===== config.mk =====
export PLATFORM = sky130hd
export DESIGN_NAME = pci_bar_decoder
export DESIGN_NICKNAME = d
export VERILOG_FILES = /design/src/rtl/pci_bar_dec_pkg.sv /design/src/rtl/first_one.sv /design/src/rtl/window_bank.sv /design/src/rtl/pci_bar_decoder.sv
export SDC_FILE = /design/constraint.sdc
export NUM_CORES = 1
export LEC_CHECK = 0
export ABC_AREA = 0
export BUFFER_PORTS_ARGS = -buffer_cell sky130_fd_sc_hd__buf_2
export CAP_MARGIN = 20
export CORE_AREA = 2 2 203 205
export CTS_BUF_LIST = sky130_fd_sc_hd__clkbuf_4 sky130_fd_sc_hd__clkbuf_8 sky130_fd_sc_hd__clkbuf_16
export DETAILED_ROUTE_END_ITERATION = 7
export DIE_AREA = 0 0 205 207
export SLEW_MARGIN = 10
export SYNTH_ARGS = -nofsm -noshare
export SYNTH_HDL_FRONTEND = slang
export SYNTH_SLANG_ARGS = --single-unit

===== constraint.sdc =====
create_clock -name clk -period 2.8 [get_ports clk]
set_input_delay 0.7 -clock clk [delete_from_list [all_inputs] [get_ports clk]]
set_output_delay 0.7 -clock clk [all_outputs]
set_load 0.005 [all_outputs]

===== src/rtl/pci_bar_dec_pkg.sv =====
package pci_bar_dec_pkg;

    localparam logic [31:0] JUNK_WORD = 32'hDEAD_BEEF;

    typedef enum logic [1:0] {
        KIND_NONE    = 2'd0,
        KIND_FULL    = 2'd1,
        KIND_SUBMISS = 2'd2
    } decode_kind_e;

endpackage


===== src/rtl/first_one.sv =====
module first_one #(
    parameter int N  = 4,
    localparam int IW = (N > 1) ? $clog2(N) : 1
) (
    input  logic [N-1:0]  req,
    output logic          found,
    output logic [IW-1:0] idx
);
    always_comb begin
        found = 1'b0;
        idx   = '0;
        for (int i = N - 1; i >= 0; i--) begin
            if (req[i]) begin
                found = 1'b1;
                idx   = IW'(i);
            end
        end
    end
endmodule


===== src/rtl/window_bank.sv =====
module window_bank #(
    parameter int N  = 4,
    parameter int AW = 32,
    localparam int IW = (N > 1) ? $clog2(N) : 1
) (
    input  logic [AW-1:0]   addr,
    input  logic [N*AW-1:0] bases,
    input  logic [N*AW-1:0] masks,
    input  logic [N-1:0]    off,
    output logic            any_hit,
    output logic [IW-1:0]   hit_idx
);
    logic [N-1:0] hit_vec;

    for (genvar g = 0; g < N; g++) begin : g_cmp
        logic [AW-1:0] b_w, m_w;
        assign b_w        = bases[g*AW +: AW];
        assign m_w        = masks[g*AW +: AW];
        assign hit_vec[g] = !off[g] && ((addr & m_w) == (b_w & m_w));
    end

    first_one #(.N(N)) u_pick (
        .req   (hit_vec),
        .found (any_hit),
        .idx   (hit_idx)
    );
endmodule


===== src/rtl/pci_bar_decoder.sv =====
module pci_bar_decoder
    import pci_bar_dec_pkg::*;
#(
    parameter int NB = 2,
    parameter int NS = 2,
    parameter int AW = 32,
    parameter int DW = 32,
    localparam int BW = (NB > 1) ? $clog2(NB) : 1,
    localparam int SW = (NS > 1) ? $clog2(NS) : 1
) (
    input  logic             clk,
    input  logic             rst_n,
    input  logic             addr_vld,
    input  logic [AW-1:0]    addr,
    input  logic             is_write,
    input  logic [NB*AW-1:0] bar_base,
    input  logic [NB*AW-1:0] bar_mask,
    input  logic [NB-1:0]    bar_dis,
    input  logic [NB*NS*AW-1:0] sub_base,
    input  logic [NB*NS*AW-1:0] sub_mask,
    input  logic             memout_clr,
    input  logic [DW-1:0]    tgt_data,
    output logic             rsp_vld,
    output logic             rsp_claim,
    output logic             rsp_sub_hit,
    output logic             rsp_wr_fwd,
    output logic [BW-1:0]    rsp_bar,
    output logic [SW-1:0]    rsp_sub,
    output logic [DW-1:0]    rd_data,
    output logic             memout,
    output logic [AW-1:0]    err_addr
);

    typedef struct packed {
        logic          vld;
        decode_kind_e  kind;
        logic          wr;
        logic [BW-1:0] bar;
        logic [SW-1:0] sub;
        logic          memout;
        logic [AW-1:0] err_addr;
    } dec_state_t;

    dec_state_t st_d, st_q;

    logic          bar_any;
    logic [BW-1:0] bar_idx;
    logic [NB-1:0] sub_any;
    logic [SW-1:0] sub_idx_arr [NB];

    window_bank #(.N(NB), .AW(AW)) u_bars (
        .addr    (addr),
        .bases   (bar_base),
        .masks   (bar_mask),
        .off     (bar_dis),
        .any_hit (bar_any),
        .hit_idx (bar_idx)
    );

    for (genvar b = 0; b < NB; b++) begin : g_sub
        window_bank #(.N(NS), .AW(AW)) u_subs (
            .addr    (addr),
            .bases   (sub_base[b*NS*AW +: NS*AW]),
            .masks   (sub_mask[b*NS*AW +: NS*AW]),
            .off     ({NS{1'b0}}),
            .any_hit (sub_any[b]),
            .hit_idx (sub_idx_arr[b])
        );
    end

    always_comb begin
        st_d      = st_q;
        st_d.vld  = addr_vld;
        st_d.kind = KIND_NONE;
        st_d.wr   = 1'b0;
        st_d.bar  = '0;
        st_d.sub  = '0;
        if (memout_clr) begin
            st_d.memout = 1'b0;
        end
        if (addr_vld && bar_any) begin
            st_d.wr  = is_write;
            st_d.bar = bar_idx;
            if (sub_any[bar_idx]) begin
                st_d.kind = KIND_FULL;
                st_d.sub  = sub_idx_arr[bar_idx];
            end else begin
                st_d.kind = KIND_SUBMISS;
                if (!st_d.memout) begin
                    st_d.err_addr = addr;
                end
                st_d.memout = 1'b1;
            end
        end
    end

    always_ff @(posedge clk) begin
        if (!rst_n) begin
            st_q <= '0;
        end else begin
            st_q <= st_d;
        end
    end

    assign rsp_vld     = st_q.vld;
    assign rsp_claim   = (st_q.kind != KIND_NONE);
    assign rsp_sub_hit = (st_q.kind == KIND_FULL);
    assign rsp_wr_fwd  = (st_q.kind == KIND_FULL) && st_q.wr;
    assign rsp_bar     = st_q.bar;
    assign rsp_sub     = st_q.sub;
    assign memout      = st_q.memout;
    assign err_addr    = st_q.err_addr;

    always_comb begin
        case (st_q.kind)
            KIND_FULL:    rd_data = tgt_data;
            KIND_SUBMISS: rd_data = DW'(JUNK_WORD);
            default:      rd_data = '0;
        endcase
    end

    assert_rsp_follows_strobe_R1: assert property (@(posedge clk) disable iff (!rst_n)
        addr_vld |=> rsp_vld);
    assert_no_rsp_without_strobe_R1: assert property (@(posedge clk) disable iff (!rst_n)
        !addr_vld |=> !rsp_vld && !rsp_claim);
    assert_all_disabled_no_claim_R3: assert property (@(posedge clk) disable iff (!rst_n)
        (addr_vld && (&bar_dis)) |=> !rsp_claim);
    assert_write_only_full_hit_R6: assert property (@(posedge clk) disable iff (!rst_n)
        rsp_wr_fwd |-> rsp_sub_hit && rsp_claim);
    assert_submiss_sets_memout_R8: assert property (@(posedge clk) disable iff (!rst_n)
        (rsp_claim && !rsp_sub_hit) |-> memout);
    assert_err_addr_held_R9: assert property (@(posedge clk) disable iff (!rst_n)
        (memout && !memout_clr) |=> memout && $stable(err_addr));

endmodule


==> results of run 1 <==
## worst min path at each step
stage	start	to	slack, ps	cells after the start
2_1_floorplan	err_addr[0]	err_addr[0]	440	2
3_5_place_dp	err_addr[11]	err_addr[11]	450	2
6_report	err_addr[9]	err_addr[9]	460	2
3_3_place_gp	err_addr[28]	err_addr[28]	440	2
4_1_cts	err_addr[11]	err_addr[11]	460	2
5_1_grt	err_addr[12]	err_addr[12]	470	2
## flip-flops by register name, indices dropped and copies added (netlist names)
| signal | flops |
|---|---|
| st_q | 3 |
| rsp_bar | 1 |
| rsp_sub | 1 |
| rsp_vld | 1 |
| err_addr | 32 |
| memout | 1 |
## Yosys cell counts, types with 4 or more instances
| cell type | number | area, um^2 |
|---|---|---|
| sky130_fd_sc_hd__buf_4 | 44 | 330 |
| sky130_fd_sc_hd__xor2_1 | 192 | 1680 |
| sky130_fd_sc_hd__nand4_2 | 6 | 75.1 |
| sky130_fd_sc_hd__and2_1 | 12 | 75.1 |
| sky130_fd_sc_hd__nand2_1 | 67 | 251 |
| sky130_fd_sc_hd__mux2i_1 | 32 | 320 |
| sky130_fd_sc_hd__nor2b_1 | 25 | 156 |
| sky130_fd_sc_hd__clkbuf_1 | 7 | 26.3 |
| sky130_fd_sc_hd__a22o_1 | 4 | 35.0 |
| sky130_fd_sc_hd__inv_1 | 5 | 18.8 |
| sky130_fd_sc_hd__nand4_1 | 14 | 87.6 |
| sky130_fd_sc_hd__dfxtp_1 | 39 | 781 |
| sky130_fd_sc_hd__a22oi_1 | 84 | 631 |
| sky130_fd_sc_hd__a21oi_1 | 27 | 135 |
| sky130_fd_sc_hd__buf_6 | 19 | 214 |
## layout make-up
class                      count  area (um^2)
clock buffer                   6          133
timing repair buffer         620         3630
antenna                        4         10.0
fill                        4543        31200
tap                          532          666
sequential                    39          781
clock inverter                 1         30.0
inverter                       5         18.8
multi-input combinational    495         3940
## cells by family (layout without fill, tap and decap cells)
group / after synthesis / count (layout) / synth area share
xor gates and xnor gates: 192 / 192 / 0.320
adders and majority gates: 3 / 3 / 0.00715
buffers and inverters: 86 / 632 / 0.136
muxes: 32 / 32 / 0.0610
DFF: 39 / 39 / 0.149
AOI/OAI and AO/OA: 126 / 126 / 0.177
other: 0 / 4 / 0
and+or+nand+nor: 142 / 142 / 0.149
## metal layers
layer / share of wire / vias up / track usage / wire, um
met5: 0.00063 / - / 0 / 23
met4: 0.032 / 4 / 0.0620 / 1160
met3: 0.063 / 54 / 0.0304 / 2310
met2: 0.48 / 364 / 0.275 / 17500
met1: 0.43 / 3197 / 0.207 / 15600
li1: - / 3202 / - / -
## report_power, final
part / switching (uW) / internal, uW
clock network: 255 / 427
registers: 0.138 / 555
logic: 566 / 559
total: 821 / 1540
## tightest hold or removal path, delay by kind of cell (launching register included)
family	cells	cell delay, ps
flops	1	310
mux	1	50
simple gates	1	50
## repair_timing
item | 4_1_cts | 5_1_grt
setup endpoints to repair | 33 | 32
resized for setup | 54 | 19
endpoints found under the hold margin | 0 | 0
buffers inserted | 5 | 1
pin swaps | 28 | 8
cloned | 3 | 0
## stage by stage
stage	setup TNS [ps]	cell area, um^2
2_1_floorplan	-76.2	5310
3_3_place_gp	-17180	8650
3_5_place_dp	-18120	8650
4_1_cts	-124	9140
5_1_grt	-2630	9210
6_report	-6.88	9210
==> flow_summary.html, run 1 <==
<table>
<tr><th>Metric</th><th>Value</th></tr>
<tr><th colspan="2">Final layout</th></tr>
<tr><td>Final layout net count</td><td>roughly 1600</td></tr>
<tr><td>Share of final-layout standard cells stronger than drive strength 1</td><td>0.574</td></tr>
<tr><td>Top library cells by usage in the layout, fill and taps aside</td><td>510 x sky130_fd_sc_hd__buf_2, 185 x sky130_fd_sc_hd__xor2_1, 80 x sky130_fd_sc_hd__buf_4</td></tr>
<tr><td>Post-route insts no fill</td><td>1702</td></tr>
<tr><td>Commonest non-fill, non-tap cell in the layout</td><td>sky130_fd_sc_hd__buf_2</td></tr>
<tr><td>Final Core Density</td><td>0.228</td></tr>
<tr><td>Post-synthesis to final-layout area growth</td><td>75.6%</td></tr>
<tr><th colspan="2">Setup path</th></tr>
<tr><td>WS Path Type</td><td>input port to register</td></tr>
<tr><td>Number of buffers and inverters on the critical path</td><td>4</td></tr>
<tr><td>Register-to-Register Path Depth</td><td>6</td></tr>
<tr><td>Launch instance of the worst register-to-register path</td><td>memout</td></tr>
<tr><td>Crit path arrival time</td><td>a little over 3000 ps</td></tr>
<tr><td>Worst setup path start</td><td>addr[26]</td></tr>
<tr><td>Launching element type of the critical path</td><td>input port</td></tr>
<tr><td>Register-to-register path setup slack</td><td>between 1000 and 1500 ps</td></tr>
<tr><td>Sort of element at the end of the critical path</td><td>register</td></tr>
<tr><td>Cell with the largest stage delay on the worst path</td><td>sky130_fd_sc_hd__a211o_4</td></tr>
<tr><td>Top Family by Delay on Critical Path</td><td>compound AO/OA/AOI/OAI gates</td></tr>
<tr><td>Required time at the worst-slack endpoint</td><td>3010 ps</td></tr>
<tr><td>Cells along the critical path</td><td>buf_6 -&gt; xor2_1 -&gt; a22oi_2 -&gt; nand4_1 -&gt; buf_4 -&gt; nor3_4 -&gt; nand2_2 -&gt; a211o_4 -&gt; a221oi_4 -&gt; buf_6 -&gt; buf_12 -&gt; mux2i_1</td></tr>
<tr><td>Worst R2R End</td><td>err_addr[24]</td></tr>
<tr><td>Critical path depth in cells</td><td>12</td></tr>
<tr><td>CP Max Fanout</td><td>11</td></tr>
<tr><td>Cell with the most instances on the worst path</td><td>sky130_fd_sc_hd__buf_6</td></tr>
<tr><td>Maximum single-stage delay on the critical path</td><td>between 300 and 400 ps</td></tr>
<tr><td>Worst setup path endpoint</td><td>err_addr[24]</td></tr>
<tr><th colspan="2">Drt</th></tr>
<tr><td>DRT Pass-1 Iters</td><td>5</td></tr>
<tr><td>Violation count after the first detailed-routing iteration</td><td>330</td></tr>
<tr><td>Detailed-route wire length</td><td>about 37000 um</td></tr>
<tr><td>Via count</td><td>a little under 7000</td></tr>
<tr><td>Final routed wire length divided by cell count</td><td>roughly 21 um</td></tr>
<tr><td>Antenna-violating nets left</td><td>0</td></tr>
<tr><td>Number of DRC violations after detailed routing</td><td>0</td></tr>
<tr><td>Via density</td><td>~4</td></tr>
<tr><th colspan="2">Floorplan</th></tr>
<tr><td>Die outline area</td><td>around 42000 um^2</td></tr>
<tr><td>Initial Utilization</td><td>0.130</td></tr>
<tr><td>Standard-cell rows</td><td>74</td></tr>
<tr><td>Vert. Die Dim</td><td>around 210 um</td></tr>
<tr><td>Horizontal die dimension</td><td>slightly above 200 um</td></tr>
<tr><td>Boundary pin count</td><td>526</td></tr>
<tr><td>Core Footprint</td><td>40400 um^2</td></tr>
<tr><th colspan="2">Global route</th></tr>
<tr><td>Maximum number of pins on one net before global-route repair</td><td>44</td></tr>
<tr><td>Initial antenna violation count</td><td>7</td></tr>
<tr><td>Wire length of the first global-routing pass</td><td>48600 um</td></tr>
<tr><td>Overall overflow remaining after global route</td><td>0</td></tr>
<tr><td>Number of global-route vias before repair</td><td>7010</td></tr>
<tr><td>Global-route usage over all layers</td><td>0.164</td></tr>
<tr><th colspan="2">Clock tree</th></tr>
<tr><td>Clk_lat worst skew</td><td>300 ps</td></tr>
<tr><td>Post-cts hold buffer count</td><td>0</td></tr>
<tr><td>Largest buffer count on any clock path</td><td>2</td></tr>
<tr><td>Number of levels the H-tree was split into</td><td>2</td></tr>
<tr><td>CTS root buf</td><td>sky130_fd_sc_hd__clkbuf_16</td></tr>
<tr><td>CTS clock-pin slew for the worst setup and hold paths</td><td>60 ps</td></tr>
<tr><td>CTS tree</td><td>done</td></tr>
<tr><td>Clock sink count</td><td>39</td></tr>
<tr><td>Num CTS Buffers</td><td>5</td></tr>
<tr><th colspan="2">STA</th></tr>
<tr><td>Worst-Margin Slew</td><td>892 ps</td></tr>
<tr><td>Unrepaired setup endpoints after global routing</td><td>true</td></tr>
<tr><td>Final number of max-transition violations</td><td>0</td></tr>
<tr><td>Peak Freq</td><td>0.357 GHz</td></tr>
<tr><td>Worst hold slack</td><td>456 ps</td></tr>
<tr><td>Relative slew slack</td><td>0.405</td></tr>
<tr><td>Final WS setup</td><td>-4.26 ps</td></tr>
<tr><td>Final worst path period share</td><td>1.00</td></tr>
<tr><td>Time the worst path needs with I/O delays and setup</td><td>2800 ps</td></tr>
<tr><td>Final setup violation count</td><td>3</td></tr>
<tr><td>Final clock skew</td><td>11.9 ps</td></tr>
<tr><td>Number of hold-slack violations in the final timing report</td><td>0</td></tr>
<tr><th colspan="2">Placement</th></tr>
<tr><td>Count of buffers from port buffering</td><td>525</td></tr>
<tr><td>Gp weighted congestion</td><td>1.03</td></tr>
<tr><td>Worst slack, placed</td><td>-578 ps</td></tr>
<tr><td>Total instance count after detailed placement</td><td>~1700</td></tr>
<tr><td>HPWL after detailed placement</td><td>32600 um</td></tr>
<tr><th colspan="2">Synth</th></tr>
<tr><td>Dominant synthesized flop cell</td><td>sky130_fd_sc_hd__dfxtp_1</td></tr>
<tr><td>Number of enable-type register cells in the synthesized netlist</td><td>0</td></tr>
<tr><td>Seq/Total Area, Yosys</td><td>0.149</td></tr>
<tr><td>Fraction of synthesis flops using an asynchronous set or reset pin</td><td>0</td></tr>
<tr><td>Number of storage elements in the synthesis netlist</td><td>39</td></tr>
<tr><td>Warnings, synthesis</td><td>0</td></tr>
<tr><td>Synth Area per Inst</td><td>8.46 um^2</td></tr>
<tr><td>Synthesized Nets</td><td>1078</td></tr>
<tr><td>Synthesized area</td><td>5250 um^2</td></tr>
<tr><td>Synthesized netlist cell count</td><td>620</td></tr>
<tr><td>Netlist cell types</td><td>40</td></tr>
<tr><th colspan="2">Status</th></tr>
<tr><td>Outcome</td><td>finished with violations</td></tr>
<tr><td>Violations in the final reports</td><td>negative setup slack</td></tr>
<tr><th colspan="2">Power and ir drop</th></tr>
<tr><td>Leakage component of the power</td><td>0.00462 uW</td></tr>
<tr><td>Power consumption</td><td>2360 uW</td></tr>
<tr><td>Cell area power density</td><td>256 nW/um^2</td></tr>
<tr><td>Largest vdd supply drop</td><td>0.218 mV</td></tr>
<tr><th colspan="2">Worst hold path</th></tr>
<tr><td>Type of the tightest min-delay check</td><td>register to register</td></tr>
<tr><th colspan="2">Run</th></tr>
<tr><td>Number of maximum-capacitance violations</td><td>0</td></tr>
</table>
Note: power is estimated with default switching activity, not from simulation.
==> run 2: changes to the inputs <==
==> constraint.sdc (replaced) <==
create_clock -name clk -period 2.4 [get_ports clk]
set_input_delay 0.6 -clock clk [delete_from_list [all_inputs] [get_ports clk]]
set_output_delay 0.6 -clock clk [all_outputs]
set_load 0.005 [all_outputs]
==> run 2 against run 1 <==
Worst hold slack better by 1.2 ps. Sequential power is 17% higher. Total power is 15% higher. Clock skew is 6.7 ps lower. Count of clock-buffer cells in the layout is 2 higher. Wire length is 0.72% higher. The run still ends with negative setup slack left.
==> flow_summary.html, run 2 (synthesis gave the netlist of run 1 again) <==
<table>
<tr><th>Metric</th><th>Value</th></tr>
<tr><th colspan="2">Worst hold path</th></tr>
<tr><td>Number of cells traversed by the worst hold path</td><td>2</td></tr>
<tr><td>Type of the tightest min-delay check</td><td>register to register</td></tr>
<tr><td>Hold Path End</td><td>err_addr[20]</td></tr>
<tr><td>Hold Crit Start</td><td>err_addr[20]</td></tr>
<tr><th colspan="2">Placement</th></tr>
<tr><td>Worst slack, placed</td><td>-882 ps</td></tr>
<tr><td>Gp weighted congestion</td><td>approximately 1.0</td></tr>
<tr><td>Count of buffers from port buffering</td><td>~530</td></tr>
<tr><td>HPWL after detailed placement</td><td>33000 um</td></tr>
<tr><th colspan="2">Power and ir drop</th></tr>
<tr><td>Net load switching power</td><td>between 900 and 1000 uW</td></tr>
<tr><td>Power share of the clock group</td><td>0.276</td></tr>
<tr><td>Leakage component of the power</td><td>about 0.0046 uW</td></tr>
<tr><td>Largest vdd supply drop</td><td>roughly 0.21 mV</td></tr>
<tr><td>Power consumption</td><td>2720 uW</td></tr>
<tr><td>Sequential cell fraction of total power</td><td>0.238</td></tr>
<tr><td>Proportion of total power due to net switching</td><td>0.352</td></tr>
<tr><td>Cell area power density</td><td>295 nW/um^2</td></tr>
<tr><td>Cell-internal power</td><td>1770 uW</td></tr>
<tr><td>Combinational power share</td><td>0.486</td></tr>
<tr><th colspan="2">Setup path</th></tr>
<tr><td>Sort of element at the end of the critical path</td><td>register</td></tr>
<tr><td>Worst R2R End</td><td>err_addr[4]</td></tr>
<tr><td>Required time at the worst-slack endpoint</td><td>2620 ps</td></tr>
<tr><td>Launch instance of the worst register-to-register path</td><td>memout</td></tr>
<tr><td>Register-to-register path setup slack</td><td>890 ps</td></tr>
<tr><td>Launching element type of the critical path</td><td>input port</td></tr>
<tr><td>CP Max Fanout</td><td>5</td></tr>
<tr><td>Crit path arrival time</td><td>just under 3000 ps</td></tr>
<tr><td>WS Path Type</td><td>input port to register</td></tr>
<tr><td>Register-to-Register Path Depth</td><td>6</td></tr>
<tr><th colspan="2">Global route</th></tr>
<tr><td>Overall overflow remaining after global route</td><td>0</td></tr>
<tr><td>Wire length of the first global-routing pass</td><td>48900 um</td></tr>
<tr><td>Global-route usage over all layers</td><td>0.165</td></tr>
<tr><td>Number of global-route vias before repair</td><td>7025</td></tr>
<tr><td>Maximum number of pins on one net before global-route repair</td><td>45</td></tr>
<tr><td>Initial antenna violation count</td><td>5</td></tr>
<tr><th colspan="2">Clock tree</th></tr>
<tr><td>CTS clock-pin slew for the worst setup and hold paths</td><td>60 ps</td></tr>
<tr><td>Number of levels the H-tree was split into</td><td>2</td></tr>
<tr><td>CTS root buf</td><td>sky130_fd_sc_hd__clkbuf_16</td></tr>
<tr><td>Clk_lat worst skew</td><td>300 ps</td></tr>
<tr><td>Clock sink count</td><td>39</td></tr>
<tr><td>Post-cts hold buffer count</td><td>0</td></tr>
<tr><td>Largest buffer count on any clock path</td><td>2</td></tr>
<tr><td>Num CTS Buffers</td><td>5</td></tr>
<tr><td>CTS tree</td><td>done</td></tr>
<tr><th colspan="2">Drt</th></tr>
<tr><td>DRT Pass-1 Iters</td><td>4</td></tr>
<tr><td>Number of DRC violations after detailed routing</td><td>0</td></tr>
<tr><td>Antenna-violating nets left</td><td>0</td></tr>
<tr><td>Detailed-route wire length</td><td>36800 um</td></tr>
<tr><td>Via count</td><td>6804</td></tr>
<tr><td>Final routed wire length divided by cell count</td><td>21.6 um</td></tr>
<tr><td>Via density</td><td>3.99</td></tr>
<tr><td>Violation count after the first detailed-routing iteration</td><td>about 420</td></tr>
<tr><th colspan="2">Final layout</th></tr>
<tr><td>Commonest non-fill, non-tap cell in the layout</td><td>sky130_fd_sc_hd__buf_2</td></tr>
<tr><td>Filler cell count in the final layout</td><td>about 4500</td></tr>
<tr><td>Final layout net count</td><td>1627</td></tr>
<tr><td>Top library cells by usage in the layout, fill and taps aside</td><td>510 x sky130_fd_sc_hd__buf_2, 185 x sky130_fd_sc_hd__xor2_1, 83 x sky130_fd_sc_hd__buf_4</td></tr>
<tr><td>Post-synthesis to final-layout area growth</td><td>75.7%</td></tr>
<tr><td>Share of final-layout standard cells stronger than drive strength 1</td><td>0.578</td></tr>
<tr><td>Number of flip-flops in the largest register</td><td>32</td></tr>
<tr><th colspan="2">Run</th></tr>
<tr><td>Number of maximum-capacitance violations</td><td>0</td></tr>
<tr><th colspan="2">STA</th></tr>
<tr><td>Final setup violation count</td><td>33</td></tr>
<tr><td>Setup TNS</td><td>-10230 ps</td></tr>
<tr><td>Number of hold-slack violations in the final timing report</td><td>0</td></tr>
<tr><td>Final WS setup</td><td>-363 ps</td></tr>
<tr><td>Time the worst path needs with I/O delays and setup</td><td>2760 ps</td></tr>
<tr><td>Final number of max-transition violations</td><td>0</td></tr>
<tr><td>Worst-Margin Slew</td><td>674 ps</td></tr>
<tr><td>Relative slew slack</td><td>0.549</td></tr>
<tr><td>Unrepaired setup endpoints after global routing</td><td>true</td></tr>
<tr><td>Peak Freq</td><td>0.362 GHz</td></tr>
<tr><td>Final worst path period share</td><td>1.15</td></tr>
<tr><td>Final clock skew</td><td>5.16 ps</td></tr>
<tr><th colspan="2">Floorplan</th></tr>
<tr><td>Horizontal die dimension</td><td>roughly 200 um</td></tr>
<tr><td>Core Footprint</td><td>40400 um^2</td></tr>
<tr><td>Die outline area</td><td>approximately 42000 um^2</td></tr>
<tr><td>Standard-cell rows</td><td>74</td></tr>
<tr><td>Boundary pin count</td><td>~530</td></tr>
<tr><td>Initial Utilization</td><td>0.130</td></tr>
<tr><td>Vert. Die Dim</td><td>207 um</td></tr>
<tr><th colspan="2">Status</th></tr>
<tr><td>Outcome</td><td>finished with violations</td></tr>
<tr><td>Violations in the final reports</td><td>negative setup slack</td></tr>
</table>
-- run 2: layout make-up --
cell class | instances | area [um^2] | area share
multi-input cells | 495 | 3950 | 0.429
diodes | 4 | 10.0 | 0.00109
clock buffers | 8 | 160 | 0.0174
inverters | 5 | 18.8 | 0.00204
repair buffers | 623 | 3630 | 0.394
well taps | 532 | 666 | 0.0722
flip-flops and latches | 39 | 781 | 0.0847
-- run 2: worst max path at each step --
stage / startpoint / to / cells after the start
3_5_place_dp: addr[17] / err_addr[7] / 10
4_1_cts: bar_base[25] / err_addr[5] / 12
5_1_grt: addr[28] / err_addr[18] / 12
6_report: addr[17] / err_addr[4] / 11
3_3_place_gp: addr[17] / err_addr[12] / 10
2_1_floorplan: addr[1] / err_addr[0] / 10
-- run 2: power groups by stage --
stage	clock network, uW	registers (uW)	logic [uW]
2_1_floorplan	0	663	512
3_3_place_gp	0	663	1260
3_5_place_dp	0	663	1280
4_1_cts	780	648	1320
5_1_grt	797	648	1430
6_report	752	648	1320
-- run 2: routing by layer --
metal,GRT usage,vias to the layer above,wire [um],share of wire
li1,-,3203,-,-
met1,0.209,3181,15700,0.43
met2,0.282,371,17700,0.48
met3,0.0275,47,2330,0.063
met4,0.0536,2,1110,0.030
met5,0,-,13,0.00035
-- run 2: stage by stage --
step | utilization | instance area, um^2 | hold WS [ps] | std cells
after floorplan | - | 5310 | 435 | 620
after global placement | 0.215 | 8670 | 441 | 1689
after detailed placement | 0.215 | 8670 | 445 | 1689
after CTS | 0.224 | 9050 | 458 | 1699
after global routing | 0.228 | 9220 | 474 | 1705
final | 0.228 | 9220 | 457 | 1706
-- run 2: critical path: stages --
cell and delay [ps]:
sky130_fd_sc_hd__buf_8 130, sky130_fd_sc_hd__xor2_2 170, sky130_fd_sc_hd__a22oi_2 320, sky130_fd_sc_hd__nand4_1 250, sky130_fd_sc_hd__nor3_4 260, sky130_fd_sc_hd__nand2_2 80
sky130_fd_sc_hd__a211o_4 340, sky130_fd_sc_hd__a221oi_4 270, sky130_fd_sc_hd__buf_6 200, sky130_fd_sc_hd__clkbuf_16 170, sky130_fd_sc_hd__mux2i_1 170
-- run 2: what timing repair did --
action | 4_1_cts | 5_1_grt
pin swaps | 11 | 21
cloned | 1 | 1
endpoints found under the setup margin | 61 | 50
setup buffers | 2 | 3
gates resized for setup | 44 | 34
